File: src/rtl/spi_byte_pkg.sv
package spi_byte_pkg;

    localparam int unsigned BUS_W    = 32;
    localparam int unsigned ADDR_W   = 3;
    localparam int unsigned BYTE_W   = 8;
    localparam int unsigned IDX_W    = $clog2(BYTE_W);
    localparam int unsigned EDGES    = 2 * BYTE_W;
    localparam int unsigned ECNT_W   = $clog2(EDGES) + 1;
    localparam int unsigned DIV_W    = 5;
    localparam int unsigned NIB_W    = 4;
    localparam int unsigned HALF_W   = NIB_W + 2;
    localparam int unsigned NUM_SEL  = 2;
    localparam int unsigned DLY_W    = 2;

    localparam logic [ADDR_W-1:0] A_CTRL  = 3'd0;
    localparam logic [ADDR_W-1:0] A_CFG   = 3'd1;
    localparam logic [ADDR_W-1:0] A_TXD   = 3'd2;
    localparam logic [ADDR_W-1:0] A_RXD   = 3'd3;
    localparam logic [ADDR_W-1:0] A_CAUSE = 3'd4;
    localparam logic [ADDR_W-1:0] A_MASK  = 3'd5;
    localparam logic [ADDR_W-1:0] A_TIME  = 3'd6;

    typedef struct packed {
        logic             rx_lsb;
        logic             tx_lsb;
        logic             cpha;
        logic             cpol;
        logic [DIV_W-1:0] div;
    } spi_cfg_t;

    // half period in core clocks: 2*N, with N=0 promoted to 1
    function automatic logic [HALF_W-1:0] half_cycles(input logic [NIB_W-1:0] nib);
        logic [NIB_W-1:0] n;
        n = (nib == '0) ? NIB_W'(1) : nib;
        return {1'b0, n, 1'b0};
    endfunction

    function automatic logic [IDX_W-1:0] bit_pos(input logic lsb_first,
                                                 input logic [IDX_W-1:0] idx);
        return lsb_first ? idx : IDX_W'(BYTE_W - 1) - idx;
    endfunction

endpackage

File: src/rtl/spi_byte_regs.sv
module spi_byte_regs
    import spi_byte_pkg::*;
(
    input  logic                   clk,
    input  logic                   rst,
    input  logic                   we,
    input  logic [ADDR_W-1:0]      addr,
    input  logic [BUS_W-1:0]       wdata,
    output logic [BUS_W-1:0]       rdata,
    input  logic                   busy,
    input  logic                   done,
    input  logic [BYTE_W-1:0]      rx_byte,
    output spi_cfg_t               cfg,
    output logic [DLY_W-1:0]       dly,
    output logic                   cs_active,
    output logic                   cs_idx,
    output logic                   cause,
    output logic                   mask,
    output logic                   start,
    output logic [BYTE_W-1:0]      tx_byte
);

    logic [BYTE_W-1:0] rxd_q;

    assign start   = we && (addr == A_TXD) && !busy;
    assign tx_byte = wdata[BYTE_W-1:0];

    always_ff @(posedge clk) begin
        if (rst) begin
            cfg       <= '0;
            dly       <= '0;
            cs_active <= 1'b0;
            cs_idx    <= 1'b0;
            mask      <= 1'b0;
        end else if (we) begin
            case (addr)
                A_CTRL: begin
                    cs_active <= wdata[0];
                    cs_idx    <= wdata[1];
                end
                A_CFG:  cfg  <= '{rx_lsb: wdata[11], tx_lsb: wdata[10], cpha: wdata[9],
                                  cpol: wdata[8], div: wdata[DIV_W-1:0]};
                A_TIME: dly  <= wdata[DLY_W-1:0];
                A_MASK: mask <= wdata[0];
                default: ;
            endcase
        end
    end

    always_ff @(posedge clk) begin
        if (rst) begin
            cause <= 1'b0;
            rxd_q <= '0;
        end else if (done) begin
            cause <= 1'b1;
            rxd_q <= rx_byte;
        end else if (we && (addr == A_CAUSE) && !wdata[0]) begin
            cause <= 1'b0;
        end
    end

    always_comb begin
        rdata = '0;
        case (addr)
            A_CTRL:  rdata = {{(BUS_W-9){1'b0}}, busy, 6'd0, cs_idx, cs_active};
            A_CFG:   rdata = {{(BUS_W-12){1'b0}}, cfg.rx_lsb, cfg.tx_lsb, cfg.cpha,
                              cfg.cpol, {(8-DIV_W){1'b0}}, cfg.div};
            A_RXD:   rdata = {{(BUS_W-BYTE_W){1'b0}}, rxd_q};
            A_CAUSE: rdata = {{(BUS_W-1){1'b0}}, cause};
            A_MASK:  rdata = {{(BUS_W-1){1'b0}}, mask};
            A_TIME:  rdata = {{(BUS_W-DLY_W){1'b0}}, dly};
            default: rdata = '0;
        endcase
    end

endmodule

File: src/rtl/spi_sck_div.sv
module spi_sck_div
    import spi_byte_pkg::*;
(
    input  logic              clk,
    input  logic              rst,
    input  logic              run,
    input  logic [HALF_W-1:0] half,
    output logic              tick
);

    logic [HALF_W-1:0] cnt;

    assign tick = run && (cnt == half - HALF_W'(1));

    always_ff @(posedge clk) begin
        if (rst || !run || tick) cnt <= '0;
        else                     cnt <= cnt + HALF_W'(1);
    end

endmodule

File: src/rtl/spi_shift_engine.sv
module spi_shift_engine
    import spi_byte_pkg::*;
(
    input  logic              clk,
    input  logic              rst,
    input  logic              start,
    input  logic [BYTE_W-1:0] tx_in,
    input  spi_cfg_t          cfg_live,
    input  logic [DLY_W-1:0]  dly_live,
    input  logic              tick,
    input  logic              miso,
    output logic              run,
    output logic [HALF_W-1:0] half,
    output logic              busy,
    output logic              done,
    output logic [BYTE_W-1:0] rx_byte,
    output logic              sck,
    output logic              mosi
);

    spi_cfg_t          snap;
    logic              late;
    logic [BYTE_W-1:0] txb;
    logic [BYTE_W-1:0] rxb;
    logic [ECNT_W-1:0] ecnt;
    logic [IDX_W-1:0]  tx_idx;
    logic [IDX_W-1:0]  rx_idx;
    logic              sck_int;
    logic              pend;
    logic              sample_edge;
    logic              shift_ok;
    logic              first_edge;
    logic              last_edge;

    assign half        = half_cycles(snap.div[NIB_W-1:0]);
    assign run         = busy && (ecnt < ECNT_W'(EDGES));
    assign done        = busy && (ecnt == ECNT_W'(EDGES)) && !pend;
    assign rx_byte     = rxb;
    assign first_edge  = (ecnt == '0);
    assign last_edge   = (ecnt == ECNT_W'(EDGES - 1));
    // edge number ecnt+1 is odd (leading) when ecnt is even
    assign sample_edge = (~ecnt[0]) ^ snap.cpha;
    assign shift_ok    = !sample_edge && !(snap.cpha ? first_edge : last_edge);
    assign sck         = (busy ? snap.cpol : cfg_live.cpol) ^ sck_int;
    assign mosi        = busy ? txb[bit_pos(snap.tx_lsb, tx_idx)] : 1'b0;

    always_ff @(posedge clk) begin
        if (rst) begin
            busy    <= 1'b0;
            snap    <= '0;
            late    <= 1'b0;
            txb     <= '0;
            rxb     <= '0;
            ecnt    <= '0;
            tx_idx  <= '0;
            rx_idx  <= '0;
            sck_int <= 1'b0;
            pend    <= 1'b0;
        end else if (start && !busy) begin
            busy    <= 1'b1;
            snap    <= cfg_live;
            late    <= dly_live[1];
            txb     <= tx_in;
            rxb     <= '0;
            ecnt    <= '0;
            tx_idx  <= '0;
            rx_idx  <= '0;
            sck_int <= 1'b0;
            pend    <= 1'b0;
        end else if (busy) begin
            if (pend) begin
                rxb[bit_pos(snap.rx_lsb, rx_idx)] <= miso;
                rx_idx <= rx_idx + IDX_W'(1);
                pend   <= 1'b0;
            end
            if (tick) begin
                sck_int <= ~sck_int;
                ecnt    <= ecnt + ECNT_W'(1);
                if (sample_edge) begin
                    if (late) begin
                        pend <= 1'b1;
                    end else begin
                        rxb[bit_pos(snap.rx_lsb, rx_idx)] <= miso;
                        rx_idx <= rx_idx + IDX_W'(1);
                    end
                end else if (shift_ok) begin
                    tx_idx <= tx_idx + IDX_W'(1);
                end
            end
            if (done) busy <= 1'b0;
        end
    end

endmodule

File: src/rtl/spi_byte_master.sv
module spi_byte_master
    import spi_byte_pkg::*;
(
    input  logic              clk,
    input  logic              rst,
    input  logic              bus_we,
    input  logic [2:0]        bus_addr,
    input  logic [31:0]       bus_wdata,
    output logic [31:0]       bus_rdata,
    output logic              spi_sck,
    output logic              spi_mosi,
    input  logic              spi_miso,
    output logic [1:0]        spi_cs_n,
    output logic              irq
);

    spi_cfg_t          cfg;
    logic [DLY_W-1:0]  dly;
    logic              cs_active;
    logic              cs_idx;
    logic              cause;
    logic              mask;
    logic              start;
    logic [BYTE_W-1:0] tx_byte;
    logic              busy;
    logic              done;
    logic [BYTE_W-1:0] rx_byte;
    logic              run;
    logic              tick;
    logic [HALF_W-1:0] half;

    spi_byte_regs i_regs (
        .clk(clk), .rst(rst), .we(bus_we), .addr(bus_addr), .wdata(bus_wdata),
        .rdata(bus_rdata), .busy(busy), .done(done), .rx_byte(rx_byte),
        .cfg(cfg), .dly(dly), .cs_active(cs_active), .cs_idx(cs_idx),
        .cause(cause), .mask(mask), .start(start), .tx_byte(tx_byte)
    );

    spi_sck_div i_div (
        .clk(clk), .rst(rst), .run(run), .half(half), .tick(tick)
    );

    spi_shift_engine i_eng (
        .clk(clk), .rst(rst), .start(start), .tx_in(tx_byte), .cfg_live(cfg),
        .dly_live(dly), .tick(tick), .miso(spi_miso), .run(run), .half(half),
        .busy(busy), .done(done), .rx_byte(rx_byte), .sck(spi_sck), .mosi(spi_mosi)
    );

    for (genvar g = 0; g < NUM_SEL; g++) begin : g_sel
        assign spi_cs_n[g] = !(cs_active && (cs_idx == g[0]));
    end

    assign irq = cause & mask;

endmodule

File: config.mk
export PLATFORM = sky130hd
export DESIGN_NAME = spi_byte_master
export DESIGN_NICKNAME = d
export VERILOG_FILES = /design/src/rtl/spi_byte_pkg.sv /design/src/rtl/spi_byte_regs.sv /design/src/rtl/spi_sck_div.sv /design/src/rtl/spi_shift_engine.sv /design/src/rtl/spi_byte_master.sv
export SDC_FILE = /design/constraint.sdc
export NUM_CORES = 1
export LEC_CHECK = 0
export BUFFER_PORTS_ARGS = -buffer_cell sky130_fd_sc_hd__buf_2
export CAP_MARGIN = 20
export CORE_MARGIN = 3
export CORE_UTILIZATION = 40
export CTS_BUF_LIST = sky130_fd_sc_hd__clkbuf_4
export DETAILED_ROUTE_END_ITERATION = 8
export GPL_TIMING_DRIVEN = 0
export SLEW_MARGIN = 20
export SYNTH_ARGS = -nofsm -noshare
export SYNTH_HDL_FRONTEND = slang
export SYNTH_SLANG_ARGS = --single-unit
File: constraint.sdc
create_clock -name clk -period 5.1 [get_ports clk]
set_input_delay 1.02 -clock clk [delete_from_list [all_inputs] [get_ports clk]]
set_output_delay 1.02 -clock clk [all_outputs]
set_load 0.05 [all_outputs]
# Word level (Yosys, flattened, before mapping)
# Index checks and enable logic that the tools add are counted.
[classes]
addsub = 7
mul = 0
n_div = 0
magnitude_cmp = 4
n_eq_ne = 9
n_shift = 0
n_mux = 32
bitwise = 7
reduce_logical = 34
[op_table]
columns = ["operator", "count"]
rows = [
  ["$pmux 12 s6", 1],
  ["$mux 8", 7],
  ["$mux 3", 6],
  ["$bwmux 8", 2],
  ["$logic_and 1x1->1", 13],
  ["$mux 1", 13],
  ["$reduce_and 2->1", 5],
  ["$eq 3x3->1 const B", 3],
  ["$logic_not 1->1", 8],
  ["$lt 3x4->1 const B", 2],
  ["$add 3x1->3 const B", 2],
  ["$add 6x1->6 const B", 1],
  ["$eq 3x2->1 const B", 2],
  ["$eq 6x6->1", 1],
  ["$sub 3x3->3 const A", 2],
  ["$sub 5x1->6 const B", 1],
  ["$add 5x1->5 const B", 1],
  ["$eq 5x4->1 const B", 1],
  ["$eq 5x5->1 const B", 1],
  ["$logic_not 5->1", 1],
  ["$lt 5x5->1 const B", 1],
  ["$logic_not 4->1", 1],
  ["$mux 4", 1],
  ["$not 1->1", 4],
  ["11 further kinds", 13],
]
[word_totals]
register_bits = 68
latch_bits = 0
ram_bits = 0
rom_bits = 0
in_bits = 39
output_inout_bits = 37
wordCells = 119
mem_count = 0

# Depth between registers and ports, before layout
# Gate-level depths: netlist of the first run.
[depth]
ltp_word = 15
ltp_mapped = 11

# Hierarchy
# From an unflattened synthesis of the first run, not the netlist that was laid out.
[hier_totals]
cells_unflattened = 450
hier_area_um2 = 3789.9
[modules_own_cells]
columns = ["module", "instances", "cells_each", "area_per_inst_um2", "seq_area_each_um2"]
rows = [
  ["spi_shift_engine", 1, 242, 1985.7, 780.7],
  ["spi_byte_regs", 1, 155, 1321.3, 460.4],
  ["spi_sck_div", 1, 50, 466.7, 120.1],
  ["spi_byte_master", 1, 3, 16.3, 0.0],
]

# Worst setup path before layout of the first run
# OpenSTA, ideal clock, no wires.
[synth_timing]
kind = "in2out"
from = "input bus_addr[0]"
to = "output bus_rdata[10]"
arrival_ns = 2.652
path_slack_ns = 1.428
cell_stages = 3
path_buffers = 1
path_cell_list = "clkbuf_1 -> nand2b_1 -> nor3b_1"
[synth_via]
elab_chain_cells = 2
[synth_rtl]
columns = ["item", "line", "text"]
rows = [
  ["start: declaration", "spi_byte_master.sv:7", "input logic [2:0] bus_addr,"],
  ["$eq 3x3->1, or another cell as far along", "spi_byte_regs.sv:64", "case (addr)"],
  ["$pmux 12 s6 (*)", "spi_byte_regs.sv:64", ""],
  ["end: declaration", "spi_byte_master.sv:9", "output logic [31:0] bus_rdata,"],
]
# Mark *: on every way between the ends. The rest lies on a longest branch, timed or not.

# Worst setup path after layout of the first run
[layout_timing]
from = "input bus_addr[0]"
to = "output bus_rdata[1]"
# Same word-level chain as after synthesis.

==> metrics.cfg, run 1 <==
[status]
outcome=complete, no violations

[hold_path]
min_path_cells=2
min_from=i_eng.snap[5]
min_path_type=register to register
hold_path_end=i_eng.snap[5]

[synthesis]
synth.most_common_cell=nand2_1
ys_top_cells_by_area=dfxtp_1 (35%), nand2_1 (7.5%), mux2i_1 (6.2%)
ys_warn_count=0
syn_avg_cell_area_um2=8.20
yosysTopAreaCellShare=0.351
synth_edf_count=0
synth_cell_type_count=65
yosys-top-cells-count=nand2_1 (78), dfxtp_1 (68), nor2_1 (45)
postSynth.asyncResetShare=0
seq_area_frac_synth=0.351
ys.flop_type=dfxtp_1
synth_top_cell_by_area=dfxtp_1
synth_seq_cells=68
postSynthCellCount=473
synthesis.area_mm2=0.00388

[timing]
drv_slew=0
fin_tns_setup_ps=0
min_period_ps=3550
fmax_mhz=282
hold_violations=0
finalCritPeriodShare=0.696
fin_ws_ps=1550
setup_viol=0
slew_headroom=0.426
fin_skew_ps=8.83
rsz0062_at_grt=false
worst_slew_pin_slew_ps=854

[worst_setup_path]
start_kind=input port
cp-end-kind=primary output
cp_data_required_time_ps=4080
r2r_end=i_eng.rx_byte[2]
critPathKind=input port to primary output
arrival_ps=2530
rrSetupSlack_ps=2650
cp_max_fo=10
r2r_cells=9
r2r_start=i_eng.snap[3]

[grt]
gr-usage-met2=0.273
antenna_found_initial=0
busiest_layer=met2
grt_max_degree=14
grt_use_total=0.174
grt_pass1_vias=3154
grt_first_pass_wirelength_um=15500
grt_overflow_total=0
grt_util_met1=0.240
use_met3=0.0385

[power]
irDropWorstVdd_v=0.000139
cellLeakagePower_uw=0.00167
p_per_area_mw_per_mm2=239

[job]
max-cap-violations=0

[routing]
first_iter_violations=351
drt_wl_total_um=9380
route.detailed.drc=0
detail_route.first_pass.iterations=5
viasPerCell=5.21
ant_nets=0
wl_per_cell_um=14.0
vias=3490

[clocking]
cts_buffer_depth=2
ctsHoldBuffers=0
clock_latency_ps=420
cts_root_buf=clkbuf_4
clock_sinks=68
cts_setup_buffers=0
cts_resized=0
cts_tree=yes
cts_made_buffers=9
htreeDepth=3
clkTransAtPathRegs_ps=120

[final_layout]
diodes=0
stdcell_area_mm2=0.00444
finish.utilization=0.476
areaGrowthSynthToFinish_pct=14.5
drive_gt1_frac=0.179
fillCellCount=937
layout.nets=582

[floorplanning]
start_util=0.416
die_w_um=104
ios=76
chipHeight_um=104
die_area_mm2=0.0109
num_rows=35
core_mm2=0.00933

[placed_design]
dpl-instance-area_mm2=0.00428
gp_congestion=0.871
io_buffers=33
dp_slack_ps=1550
place_hpwl_um=6980

[cells in the final DEF, fill, tap and decap left out, types with 3 or more instances in the layout]
| master | n |
|---|---|
| nand2_1 | 78 |
| dfxtp_1 | 68 |
| nor2_1 | 45 |
| a21oi_1 | 43 |
| buf_2 | 41 |
| mux2i_1 | 24 |
| buf_4 | 21 |
| conb_1 | 20 |
| clkbuf_1 | 17 |
| nand2b_1 | 9 |
| and3_1 | 9 |
| xnor2_1 | 9 |
| o21ai_0 | 9 |
| o31ai_1 | 9 |
| clkbuf_4 | 9 |
| inv_1 | 8 |
| nand3_1 | 8 |
| o311ai_1 | 8 |
| nor3_1 | 7 |
| ha_1 | 7 |
| nor2b_1 | 6 |
| nor3b_1 | 5 |
| a31oi_1 | 5 |
| or3_1 | 5 |
| nand3b_1 | 3 |
| o21ai_1 | 3 |
| o21bai_1 | 3 |
| o211ai_1 | 3 |
[critical path, stage by stage]
cell      delay [ps]
buf_2            140
clkbuf_1         380
nor2b_1          370
a22o_1           210
a22o_1           140
buf_2            260
[kinds of logic (layout without fill, tap and decap cells)]
logic type,count (synthesis),count (layout),synth area share
AO/OA/AOI/OAI,109,109,0.195
XOR/XNOR,13,13,0.0332
adder cells (fa/ha/maj),7,7,0.0226
buffers and inverters,57,106,0.0819
flip-flops,68,68,0.351
multiplexers,27,27,0.0735
other,1,20,0.000967
AND/OR/NAND/NOR,191,191,0.242
[area by class of cell]
type | count | area, µm² | area share
Multi-Input combinational cell | 367 | 2270 | 0.511
Sequential cell | 68 | 1360 | 0.306
Buffer | 49 | 288 | 0.0648
Timing Repair Buffer | 33 | 165 | 0.0372
Tap cell | 129 | 161 | 0.0363
Clock inverter | 7 | 98.8 | 0.0222
Clock buffer | 9 | 67.6 | 0.0152
Inverter | 8 | 30.0 | 0.00676
[layer usage]
| layer | routed length [µm] | part of all wire | up-vias |
|---|---|---|---|
| met5 | 0 | 0 | - |
| met4 | 102 | 0.011 | 0 |
| met3 | 566 | 0.060 | 14 |
| met2 | 4190 | 0.45 | 121 |
| met1 | 4520 | 0.48 | 1602 |
| li1 | - | - | 1753 |
[sequential cells by signal, summed over array words and instances (netlist names)]
| signal | count |
|---|---|
| i_regs.cfg | 9 |
| i_eng.rx_byte | 8 |
| i_eng.snap | 8 |
| i_eng.txb | 8 |
| i_regs.rxd_q | 8 |
| i_div.cnt | 6 |
| i_eng.ecnt | 5 |
| i_eng.rx_idx | 3 |
| i_eng.tx_idx | 3 |
| i_regs.dly | 2 |
| i_eng.busy | 1 |
| i_eng.late | 1 |
| i_eng.pend | 1 |
| i_eng.sck_int | 1 |
| i_regs.cause | 1 |
| i_regs.cs_active | 1 |
| i_regs.cs_idx | 1 |
| i_regs.mask | 1 |
[power breakdown]
group | total [µW] | leakage [µW] | internal [µW] | switching [µW]
Clock | 417 | 0.0000865 | 201 | 216
Combinational | 107 | 0.00104 | 30.5 | 77.0
Sequential | 539 | 0.000548 | 535 | 3.72
Total | 1060 | 0.00167 | 767 | 297
[worst max-delay path by stage]
stage / startpoint / endpoint / slack [ps] / cells after the start
floorplan: bus_addr[0] / bus_rdata[10] / 1430 / 3
global placement: bus_addr[0] / bus_rdata[1] / 1540 / 6
detailed placement: bus_addr[0] / bus_rdata[1] / 1550 / 6
CTS: bus_addr[0] / bus_rdata[1] / 1530 / 6
global route: bus_addr[0] / bus_rdata[1] / 1440 / 6
finish: bus_addr[0] / bus_rdata[1] / 1550 / 6
[through the flow]
step,hold WS (ps),instances,total power [µW]
5_1_grt,499,670,1100
3_5_place_dp,449,654,658
3_3_place_gp,442,654,657
4_1_cts,467,670,1070
2_1_floorplan,430,492,634
6_report,465,670,1060
Note: power is estimated with default switching activity, not from simulation.
==> inputs of run 2 (changes only) <==
- clock period: 5.1 -> 2.8 ns (I/O delays scaled with it)
==> metrics.cfg, run 2 (synthesis gave the netlist of run 1 again) <==
[status]
outcome=complete, no violations

[grt]
grt_max_degree=14
grt_use_total=0.174
antenna_found_initial=0
grt_pass1_vias=3154
grt_overflow_total=0
grt_first_pass_wirelength_um=15500

[clocking]
clock_latency_ps=420
cts_tree=yes
ctsHoldBuffers=0
cts_made_buffers=9
cts_root_buf=clkbuf_4
cts_buffer_depth=2
clock_sinks=68
clkTransAtPathRegs_ps=130
htreeDepth=3

[routing]
ant_nets=0
first_iter_violations=261
wl_per_cell_um=13.9
drt_wl_total_um=9300
route.detailed.drc=0
vias=3458
detail_route.first_pass.iterations=5
viasPerCell=5.18

[final_layout]
stdcell_area_mm2=0.00444
drive_gt1_frac=0.184
regMostFlops=i_regs.cfg
fillCellCount=936
largest_reg_flops=9
final_cell_mix=nand2_1 (78), dfxtp_1 (68), nor2_1 (45)
final_common_cell=nand2_1
layout.nets=580
areaGrowthSynthToFinish_pct=14.4
multi_input_area_mm2=0.00227
diodes=0
regArea_mm2=0.00136

[worst_setup_path]
arrival_ps=2070
cp-end-kind=primary output
crit_chain=buf_2 -> clkbuf_1 -> nor2b_1 -> a22o_1 -> a22o_1 -> buf_2
cp_max_fo=10
slowest_stage=clkbuf_1
cpPeakStageDelay_ps=390
rrSetupSlack_ps=370
r2r_start=i_eng.snap[3]
cp_data_required_time_ps=2240
start_kind=input port
critPathKind=input port to primary output
r2r_end=i_eng.rx_byte[2]
r2r_cells=9

[placed_design]
dpl-instance-area_mm2=0.00428
io_buffers=33
place_hpwl_um=6980
dp_slack_ps=171
gp_congestion=0.871

[floorplanning]
die_area_mm2=0.0109
ios=76
chipHeight_um=104
num_rows=35
die_w_um=104
start_util=0.416
core_mm2=0.00933

[power]
swShare=0.280
clkPwrFrac=0.393
cellLeakagePower_uw=0.00168
p_per_area_mw_per_mm2=437
pwr-share-seq=0.506
irDropWorstVdd_v=0.000254
p_sw_uw=542
power_uw=1940
p_int_uw=1400
combPwrFrac=0.101

[hold_path]
min_path_type=input port to register
min_path_cells=3
min_from=bus_wdata[10]
hold_path_end=i_regs.cfg[7]

[timing]
hold_violations=0
finalCritPeriodShare=0.940
fin_tns_setup_ps=0
slew_headroom=0.423
fin_skew_ps=10.6
drv_slew=0
worst_slew_pin_slew_ps=859
setup_viol=0
fin_ws_ps=167
fmax_mhz=380
rsz0062_at_grt=false
min_period_ps=2630

[job]
max-cap-violations=0

-- run 2: changes by cell type in the layout (fill, tap and decap cells not counted) --
cell | previous run | this run
clkbuf_1 | 17 | 13
clkbuf_2 | 0 | 2
-- run 2: power groups by stage --
| stage | Clock, µW | Combinational [µW] | Sequential [µW] |
|---|---|---|---|
| 6_report | 761 | 196 | 982 |
| 3_3_place_gp | 0 | 194 | 1000 |
| 4_1_cts | 774 | 195 | 982 |
| 2_1_floorplan | 0 | 154 | 1000 |
| 3_5_place_dp | 0 | 194 | 1000 |
| 5_1_grt | 813 | 210 | 984 |
-- run 2: how the worst max path moves through the flow --
stage | startpoint | to | slack (ps) | cells past startpoint
floorplan | bus_addr[0] | bus_rdata[10] | 50 | 3
global placement | bus_addr[0] | bus_rdata[1] | 160 | 6
detailed placement | bus_addr[0] | bus_rdata[1] | 170 | 6
CTS | i_eng.busy | spi_sck | 10 | 5
global route | i_eng.tx_idx[1] | spi_mosi | 50 | 7
finish | bus_addr[0] | bus_rdata[1] | 170 | 6
-- run 2: what timing repair did --
action                                  4_1_cts  5_1_grt
endpoints found under the hold margin         0        0
gates resized for setup                       0        4
buffers inserted                              0        0
endpoints found under the setup margin        0        2
-- run 2: final cells by class --
| class | count | share of cell area |
|---|---|---|
| inverter | 8 | 0.00677 |
| sequential | 68 | 0.307 |
| timing repair buffer | 33 | 0.0372 |
| buffer | 47 | 0.0637 |
| tap | 129 | 0.0364 |
| clock buffer | 9 | 0.0152 |
| multi-input combinational | 367 | 0.512 |
| clock inverter | 7 | 0.0223 |
-- run 2: metrics by stage --
step / instances / utilization / hold slack, ps
2_1_floorplan: 492 / - / 430
6_report: 668 / 0.476 / 370
3_5_place_dp: 654 / 0.458 / 449
4_1_cts: 670 / 0.476 / 339
5_1_grt: 668 / 0.476 / 344
3_3_place_gp: 654 / 0.458 / 442
-- run 2: critical path: cells and delay by family --
kind / cells / cell delay [ps]
buffers and inverters: 3 / 790
and+or+nand+nor: 1 / 370
AOI/OAI and AO/OA: 2 / 350
-- run 2: metal layers --
metal  GRT usage  vias up  share of wire
met5           0        -              0
met1       0.240     1596           0.49
met4      0.0456        0          0.011
met2       0.273      103           0.45
li1            -     1749              -
met3      0.0385       10          0.054
==> inputs of run 3 (changes only) <==
- CORE_UTILIZATION: 40 -> 52
- PLACE_DENSITY: default -> 0.79
- RECOVER_POWER: default -> 50
==> metrics.cfg, run 3 (synthesis gave the netlist of run 1 again) <==
[status]
outcome=complete, no violations

[hold_path]
min_path_type=input port to register
min_path_cells=3

[clocking]
cts_setup_buffers=0
htreeDepth=3
cts_made_buffers=9
cts_buffer_depth=2
cts_root_buf=clkbuf_4
clock_latency_ps=410
clock_sinks=68
cts_tree=yes
clkTransAtPathRegs_ps=130

[floorplanning]
ios=76
die_area_mm2=0.00853
core_mm2=0.00702
num_rows=30
die_w_um=92.4
start_util=0.553
chipHeight_um=92.4

[worst_setup_path]
cp_data_required_time_ps=2240
slowest_stage=mux2_2
cp-end-kind=primary output
critPathKind=register to primary output
cpPeakStageDelay_ps=380
start_kind=register
cp_max_fo=8
r2r_cells=11
crit_chain=clkbuf_1 -> mux2_2 -> nand3_1 -> o311ai_0 -> o21ai_0 -> a21oi_1 -> buf_2
arrival_ps=2140

[grt]
use_met3=0.0585
antenna_found_initial=0
grt_pass1_vias=3386
gr-usage-met2=0.375
grt_util_met1=0.281
grt_use_total=0.224
busiest_layer=met2
grt_overflow_total=0
grt_max_degree=14
grt_first_pass_wirelength_um=15500

[job]
max-cap-violations=0

[final_layout]
finish.utilization=0.621
post_layout_nonfiller_instances=636
multi_input_area_mm2=0.00226
drive_gt1_frac=0.172
regMostFlops=i_regs.cfg
layout.nets=581
fillCellCount=644
final_cell_mix=nand2_1 (78), dfxtp_1 (68), nor2_1 (45)
final_common_cell=nand2_1
largest_reg_flops=9
diodes=0
areaGrowthSynthToFinish_pct=12.4
regArea_mm2=0.00136

[placed_design]
io_buffers=33
place_hpwl_um=6750
gp_congestion=0.900
dp_cells=621

[power]
irDropWorstVdd_v=0.000340
cellLeakagePower_uw=0.00165
p_per_area_mw_per_mm2=423
power_uw=1840

[timing]
min_period_ps=2700
finalCritPeriodShare=0.963
rsz0062_at_grt=true
holdWs_ps=366
hold_violations=0
setup_viol=0
slew_headroom=0.410
fin_tns_setup_ps=0
drv_slew=0
fin_skew_ps=13.9
worst_slew_pin_slew_ps=877
fmax_mhz=371

[routing]
vias=3612
detail_route.first_pass.iterations=4
viasPerCell=5.68
wl_per_cell_um=14.3
first_iter_violations=221
ant_nets=0
drt_wl_total_um=9080
route.detailed.drc=0

==> run 3: cell types whose count changed in the layout (fill, tap and decap cells not counted), sizes merged <==
cell / previous run / this run
buf: 65 / 59
bufinv: 2 / 1
clkbuf: 24 / 31
inv: 9 / 10
==> run 3: metrics by stage <==
| step | instance area (µm²) | setup slack (ps) |
|---|---|---|
| CTS | 4380 | 51.8 |
| detailed placement | 4240 | 167 |
| global route | 4360 | -34.3 |
| floorplan | 3950 | 48.0 |
| finish | 4360 | 105 |
| global placement | 4240 | 222 |
==> run 3: repair_timing <==
action,4_1_cts,5_1_grt
hold buffers,0,0
resized for setup,0,4
endpoints found under the setup margin,0,2
==> run 3: layout make-up <==
type / count / share of cell area
tap: 96 / 0.0276
multi-input combinational: 367 / 0.519
sequential: 68 / 0.312
buffer: 48 / 0.0652
inverter: 8 / 0.00689
timing repair buffer: 33 / 0.0367
clock buffer: 9 / 0.0155
clock inverter: 7 / 0.0169
==> run 3: final timing paths <==
| path | end | startpoint | slack [ps] |
|---|---|---|---|
| setup / recovery | spi_mosi | i_eng.tx_idx[0] | 100 |
| hold / removal | i_eng.txb[6] | bus_wdata[6] | 370 |
| setup reg to reg | i_eng.rx_byte[7] | i_eng.snap[3] | 380 |
| hold reg to reg | i_eng.txb[7] | i_eng.txb[7] | 480 |
==> run 3: layer usage <==
layer,share of wire,wire [µm],vias up
met5,0,0,-
met4,0.011,101,0
met2,0.48,4360,115
met3,0.066,599,12
met1,0.44,4020,1730
li1,-,-,1755
==> run 3: report_power, final <==
part / total, µW / internal [µW] / switching, µW
Sequential: 982 / 975 / 6.68
Combinational: 193 / 54.6 / 138
Clock: 668 / 277 / 391
Total: 1840 / 1310 / 536
==> run 3: worst max-delay path, delay by kind of cell, from the launching register on <==
| family | cells | cell delay [ps] |
|---|---|---|
| AOI/OAI and AO/OA | 3 | 360 |
| buffers and inverters | 2 | 530 |
| DFF | 1 | 360 |
| muxes | 1 | 380 |
| and+or+nand+nor | 1 | 80 |
